[config.mk]
export PLATFORM = sky130hd
export DESIGN_NAME = flash_prog_ctrl
export DESIGN_NICKNAME = d
export VERILOG_FILES = /design/src/rtl/fpc_pkg.sv /design/src/rtl/fpc_sfr_port.sv /design/src/rtl/fpc_wren.sv /design/src/rtl/fpc_erase_arm.sv /design/src/rtl/fpc_secure.sv /design/src/rtl/flash_prog_ctrl.sv
export SDC_FILE = /design/constraint.sdc
export NUM_CORES = 1
export LEC_CHECK = 0
export BUFFER_PORTS_ARGS = -buffer_cell sky130_fd_sc_hd__buf_4
export CAP_MARGIN = 25
export CORE_AREA = 5 5 42 44
export DETAILED_ROUTE_END_ITERATION = 8
export DIE_AREA = 0 0 47 49
export HOLD_SLACK_MARGIN = 0.06
export PLACE_DENSITY_LB_ADDON = 0.15
export SLEW_MARGIN = 15
export SYNTH_ARGS = -nofsm -noshare
export SYNTH_HDL_FRONTEND = slang
export SYNTH_SLANG_ARGS = --single-unit
[constraint.sdc]
create_clock -name clk -period 1 [get_ports clk]
set_input_delay 0.05 -clock clk [delete_from_list [all_inputs] [get_ports clk]]
set_output_delay 0.05 -clock clk [all_outputs]
set_load 0.005 [all_outputs]
[src/rtl/fpc_pkg.sv]
package fpc_pkg;
  localparam int DATA_W   = 8;
  localparam int BIT_WREN = 0;
  localparam int BIT_ARM  = 1;
  localparam int BIT_SEC  = 6;
  localparam int BIT_BOOT = 7;

  typedef struct packed {
    logic hit_wr;
    logic wren_d;
    logic arm_d;
    logic sec_d;
  } fpc_wr_t;
endpackage

[src/rtl/fpc_sfr_port.sv]
module fpc_sfr_port
  import fpc_pkg::*;
#(
  parameter int          ADDR_W   = 8,
  parameter logic [7:0]  REG_ADDR = 8'hB2
) (
  input  logic [ADDR_W-1:0] sfr_addr,
  input  logic              sfr_wr_en,
  input  logic [DATA_W-1:0] sfr_wr_data,
  input  logic              wren_q,
  input  logic              sec_q,
  input  logic              preboot_active,
  output fpc_wr_t           wr,
  output logic [DATA_W-1:0] rd_data
);
  localparam logic [ADDR_W-1:0] MATCH = ADDR_W'(REG_ADDR);

  logic hit;
  logic unused_wr_bits;

  assign hit            = (sfr_addr == MATCH);
  assign unused_wr_bits = ^{sfr_wr_data[5:2]};

  always_comb begin
    wr.hit_wr = hit & sfr_wr_en;
    wr.wren_d = sfr_wr_data[BIT_WREN];
    wr.arm_d  = sfr_wr_data[BIT_ARM];
    wr.sec_d  = sfr_wr_data[BIT_SEC];
  end

  always_comb begin
    rd_data = '0;
    if (hit) begin
      rd_data[BIT_WREN] = wren_q;
      rd_data[BIT_SEC]  = sec_q;
      rd_data[BIT_BOOT] = preboot_active;
    end
  end
endmodule

[src/rtl/fpc_wren.sv]
module fpc_wren (
  input  logic clk,
  input  logic rst_n,
  input  logic hit_wr,
  input  logic wr_bit,
  input  logic irq_global_en,
  input  logic flash_byte_done,
  output logic wren_q
);
  logic wren_d;
  logic wren_ld;

  always_comb begin
    wren_d  = wren_q;
    wren_ld = 1'b0;
    if (flash_byte_done) begin
      wren_d  = 1'b0;
      wren_ld = 1'b1;
    end else if (hit_wr && !irq_global_en) begin
      wren_d  = wr_bit;
      wren_ld = 1'b1;
    end
  end

  always_ff @(posedge clk or negedge rst_n) begin
    if (!rst_n)       wren_q <= 1'b0;
    else if (wren_ld) wren_q <= wren_d;
  end
endmodule

[src/rtl/fpc_erase_arm.sv]
module fpc_erase_arm (
  input  logic clk,
  input  logic rst_n,
  input  logic hit_wr,
  input  logic wr_bit,
  input  logic erase_trigger,
  output logic erase_go
);
  logic arm_q;
  logic arm_d;
  logic arm_ld;

  assign erase_go = arm_q & erase_trigger;

  always_comb begin
    arm_d  = arm_q;
    arm_ld = 1'b0;
    if (erase_go) begin
      arm_d  = 1'b0;
      arm_ld = 1'b1;
    end else if (hit_wr) begin
      arm_d  = wr_bit;
      arm_ld = 1'b1;
    end
  end

  always_ff @(posedge clk or negedge rst_n) begin
    if (!rst_n)      arm_q <= 1'b0;
    else if (arm_ld) arm_q <= arm_d;
  end
endmodule

[src/rtl/fpc_secure.sv]
module fpc_secure (
  input  logic clk,
  input  logic rst_n,
  input  logic hit_wr,
  input  logic wr_bit,
  output logic sec_q
);
  logic sec_set;

  assign sec_set = hit_wr & wr_bit;

  always_ff @(posedge clk or negedge rst_n) begin
    if (!rst_n)       sec_q <= 1'b0;
    else if (sec_set) sec_q <= 1'b1;
  end
endmodule

[src/rtl/flash_prog_ctrl.sv]
module flash_prog_ctrl
  import fpc_pkg::*;
#(
  parameter int         ADDR_W      = 8,
  parameter logic [7:0] REG_ADDR    = 8'hB2,
  parameter int         SYNC_STAGES = 2
) (
  input  logic              clk,
  input  logic              rst_n,
  input  logic [ADDR_W-1:0] sfr_addr,
  input  logic              sfr_wr_en,
  input  logic [7:0]        sfr_wr_data,
  output logic [7:0]        sfr_rd_data,
  input  logic              irq_global_en,
  input  logic              flash_byte_done,
  input  logic              erase_trigger,
  input  logic              preboot_active,
  output logic              movx_to_flash,
  output logic              mass_erase_start,
  output logic              read_block
);
  localparam int SYNC_MSB = SYNC_STAGES - 1;

  logic [SYNC_MSB:0] rst_sync_q;
  logic              rst_int_n;
  fpc_wr_t           wr;
  logic              wren_q;
  logic              sec_q;

  generate
    if (SYNC_STAGES > 1) begin : g_sync_chain
      always_ff @(posedge clk or negedge rst_n) begin
        if (!rst_n) rst_sync_q <= '0;
        else        rst_sync_q <= {rst_sync_q[SYNC_MSB-1:0], 1'b1};
      end
    end else begin : g_sync_single
      always_ff @(posedge clk or negedge rst_n) begin
        if (!rst_n) rst_sync_q <= '0;
        else        rst_sync_q <= '1;
      end
    end
  endgenerate

  assign rst_int_n = rst_sync_q[SYNC_MSB];

  fpc_sfr_port #(.ADDR_W(ADDR_W), .REG_ADDR(REG_ADDR)) u_port (
    .sfr_addr       (sfr_addr),
    .sfr_wr_en      (sfr_wr_en),
    .sfr_wr_data    (sfr_wr_data),
    .wren_q         (wren_q),
    .sec_q          (sec_q),
    .preboot_active (preboot_active),
    .wr             (wr),
    .rd_data        (sfr_rd_data)
  );

  fpc_wren u_wren (
    .clk             (clk),
    .rst_n           (rst_int_n),
    .hit_wr          (wr.hit_wr),
    .wr_bit          (wr.wren_d),
    .irq_global_en   (irq_global_en),
    .flash_byte_done (flash_byte_done),
    .wren_q          (wren_q)
  );

  fpc_erase_arm u_arm (
    .clk           (clk),
    .rst_n         (rst_int_n),
    .hit_wr        (wr.hit_wr),
    .wr_bit        (wr.arm_d),
    .erase_trigger (erase_trigger),
    .erase_go      (mass_erase_start)
  );

  fpc_secure u_sec (
    .clk    (clk),
    .rst_n  (rst_int_n),
    .hit_wr (wr.hit_wr),
    .wr_bit (wr.sec_d),
    .sec_q  (sec_q)
  );

  assign movx_to_flash = wren_q;
  assign read_block    = sec_q;
endmodule

# Yosys cells after proc, flatten, opt, wreduce, memory -nomap -nowiden
# Cells that the tools add are included.
classes:
  bitwise: 3
  n_reduce_logical: 6
  n_eq_ne: 1
  muxes: 10
op_table:
  columns: ["op", "count"]
  rows:
  - ["$mux 1", 9]
  - ["$eq 8x8->1 const B", 1]
  - ["$reduce_and 2->1", 2]
  - ["$reduce_bool 2->1", 2]
  - ["$and 1x1->1", 3]
  - ["$mux 2", 1]
  - ["$logic_and 1x1->1", 1]
  - ["$logic_not 1->1", 1]
word_totals:
  output_inout_bits: 11
  reg_bits: 5
  wordCells: 24

# Logic depth before layout (Yosys ltp)
depth:
  word_depth: 6
  mapped_depth: 3
  ltp_nobuf: 3

# Cells and area by module
# Synthesis repeated with hierarchy kept, for this count alone.
hier_totals:
  hier_cells: 33
  hier_area_um2: 310.3
by_module_without_submodules:
  columns: ["module", "seq_area_each_um2", "n_inst", "area_each_um2", "cells_per_inst"]
  rows:
  - ["fpc_sfr_port", 0.0, 1, 121.4, 19]
  - ["fpc_wren", 25.0, 1, 55.1, 5]
  - ["flash_prog_ctrl", 50.0, 1, 53.8, 3]
  - ["fpc_erase_arm", 25.0, 1, 47.5, 4]
  - ["fpc_secure", 25.0, 1, 32.5, 2]

# Least setup slack after synthesis
# Ideal clock, no wire load.
synth_path:
  path_type: "input to register"
  startpoint: "in sfr_addr[3]"
  endpoint: "reg u_arm.arm_q"
  slack_ps: -30
  setup_ps: 79
  path_buffers: 0
  t_arrival_ps: 950
  required_ps: 921
  path_stages: 3
  cell_sequence: "or4b_4 > nor3_2 > mux2i_1"
synth_via:
  elab_chain_cells: 5
synth_rtl:
  columns: ["element", "line", "source"]
  rows:
  - ["from (decl)", "flash_prog_ctrl.sv:10", "input logic [ADDR_W-1:0] sfr_addr,"]
  - ["$eq 8x8->1 (*)", "fpc_sfr_port.sv:21", "assign hit = (sfr_addr == MATCH);"]
  - ["$and 1x1->1 (*)", "fpc_sfr_port.sv:25", "wr.hit_wr = hit & sfr_wr_en;"]
  - ["$mux 1", "fpc_erase_arm.sv:21", "end else if (hit_wr) begin"]
  - ["$mux 1", "fpc_erase_arm.sv:18", "if (erase_go) begin"]
  - ["$reduce_and 2->1 (no line) (*)", null, null]
  - ["to (signal assigned)", "fpc_erase_arm.sv:29", "else if (arm_ld) arm_q <= arm_d;"]
  - ["to (decl)", "fpc_erase_arm.sv:9", "logic arm_q;"]
# Every way passes the cells marked *; elsewhere a longest branch is shown, timed or not.
# A chain may end at the register's enable or synchronous reset.

# Final worst setup path
layout_path:
  startpoint: "in sfr_addr[0]"
  endpoint: "out sfr_rd_data[0]"
layout_via:
  elab_chain_cells: 2
layout_rtl:
  columns: ["element", "line", "source"]
  rows:
  - ["$eq 8x8->1", "fpc_sfr_port.sv:21", null]
  - ["$mux 1", "fpc_sfr_port.sv:33", "if (hit) begin"]
  - ["to (decl)", "flash_prog_ctrl.sv:13", "output logic [7:0] sfr_rd_data,"]
# Every way passes these cells.

==> results.cfg <==
[layout]
design_area_um2 = 574
n_antenna_cell = 0
areaGrowthSynthToFinish_pct = 85.1
fin_cells = 75
fin_nets = 83
layout_commonest_cell = buf_4
mostFrequentLayoutCells = 20 x buf_4, 6 x conb_1, 5 x dfrtp_1
drive_above_1_share = 0.593

[setup_path]
required_ps = 950
crit_type = in2out
endpoint_kind = primary output
worstReg2RegStart = u_arm.arm_q
r2r_setup_slack_ps = 130
worstPathArrival_ps = 1040
crit_start = sfr_addr[0]
cp_max_fo = 3
r2r_cells = 3
critPathLaunchType = input pin
r2r-end = u_arm.arm_q

[yosys]
synth_cell_types = 13
synth_seq_cells = 5
synthCells = 29
ys.warnings.count = 0
syn-cell-area_um2 = 310
syn_avg_cell_area_um2 = 10.7
synth_seq_area_share = 0.403

[status]
violations = setup timing
outcome = complete, but fails checks

[grt]
grtUsageTotal = 0.0730
antenna_found_initial = 0
grt_pass1_wl_um = 1170
grt_pass1_vias = 300
grt_start_max_net_pins = 4
grt_overflow = 0

[power]
power_frac_comb = 0.174
p_sw_frac = 0.211
p_sw_w = 0.000113
cellInternalPower_w = 0.000424
pwr-share-seq = 0.394
power_density_nw_per_um2 = 935
peakVddDrop_mv = 0.637
leakage_nw = 0.286
p_clk_frac = 0.432

[clock_network]
root_buffer = clkbuf_4
htreeDepth = 1
cts_tree = yes
clk_pin_slew_worst_paths_ps = 40
cts_buffer_depth = 2
clock_latency_ps = 240
cts_sinks = 5
numCtsBuffers = 3

[placement]
dp.cells = 67
hpwlAfterDp_um = 680
io_buffers = 23
placed_cell_area_um2 = 480
place_congestion = 0.689

[timing]
clock_skew_ps = 3.57
max_freq_mhz = 918
post-route-worst-setup-slack_ps = -89.2
setup_viol = 5
rsz0062_at_grt = true
hold_viol = 0
timing.final.crit_share = 1.09
slew_violations = 0
hold-worst-slack_ps = 73.5
min_period_ps = 1090

[drt]
drt-vias-per-instance = 3.95
drc = 0
wl_per_cell_um = 11.0
routed_wl_um = 823
dr.first_iter.drc_count = 0
vias = 296
dr.pass1.iters = 1
final_antenna_net_count = 0

[floorplanning]
pin_count = 34
die-area_um2 = 2300
num_rows = 14
dieWidth_um = 47
coreArea_um2 = 1400
die_h_um = 49
start_util = 0.221

[worst_hold_path]
min_delay_worst_endpoint = u_wren.wren_q
holdPathStages = 3
hp-start = flash_byte_done
hold_class = in2reg

[job]
cap_violations = 0
## final cells by class
type	count	area [µm²]
clock buffers	4	26.3
repair buffers	27	225
well taps	16	20.0
fillers	148	827
multi-input cells	22	174
flip-flops and latches	5	125
inverters	1	3.75
## cells by family after synthesis
kind of cell	synth area share
other	0.0242
and+or+nand+nor	0.347
DFF	0.403
buffers and inverters	0.133
AOI/OAI and AO/OA	0.0282
muxes	0.0645
## per-layer routing
metal	global-route usage	wire, µm	up-vias	share of wire
met5	0	0	-	0
met4	0.0691	10	0	0.012
met3	0.0295	144	2	0.17
met2	0.109	402	19	0.49
met1	0.0717	265	132	0.32
li1	-	-	143	-
## timing repair
item,in CTS,in global routing
hold buffers,3,0
endpoints found under the hold margin,6,0
gates resized for setup,8,1
endpoints found under the setup margin,3,7
setup buffers,1,0
pin swaps,4,1
## sequential cells by signal, summed over array words and instances, names as in the netlist
signal,cells
u_sec.sec_q,1
u_wren.wren_q,1
rst_sync_q,2
u_arm.arm_q,1
## power by group through the flow
stage | Sequential, W | Clock, W | Combinational (W)
after floorplan | 0.000216 | 0 | 0.0000333
final | 0.000212 | 0.000232 | 0.0000932
after CTS | 0.000212 | 0.000250 | 0.0000930
after detailed placement | 0.000217 | 0 | 0.0000762
after global placement | 0.000217 | 0 | 0.0000754
after global routing | 0.000213 | 0.000256 | 0.000103
## metrics by stage
step,total power (W),util,setup slack [ps],TNS [ps]
2_1_floorplan,0.000249,-,-29.6,-49.7
3_3_place_gp,0.000292,0.343,-231,-1160
3_5_place_dp,0.000293,0.343,-220,-1130
4_1_cts,0.000555,0.408,-122,-440
5_1_grt,0.000572,0.410,-119,-549
6_report,0.000537,0.410,-89.2,-365
## worst max path at each step
stage	end	slack, ps	depth (start not counted)
floorplan	u_arm.arm_q	-30	3
global placement	u_arm.arm_q	-230	4
detailed placement	sfr_rd_data[0]	-220	5
CTS	sfr_rd_data[0]	-120	5
global route	sfr_rd_data[6]	-120	5
finish	sfr_rd_data[0]	-90	5
## critical path, stage by stage
cell    delay (ps)
buf_6           90
or4b_4         550
nor2_4         110
and2_4         160
buf_6           80
## synthesized netlist by cell type
master	number	area share
and2_1	4	0.081
mux2i_1	2	0.065
nand4b_1	1	0.028
buf_4	5	0.12
nand2b_1	4	0.081
or4b_4	1	0.044
dfrtp_1	5	0.40
nor2_1	1	0.012
conb_1	2	0.024
inv_1	1	0.012
a21o_2	1	0.028
nor4_4	1	0.069
nor3_2	1	0.032
Power figures use the tool's default switching activity.
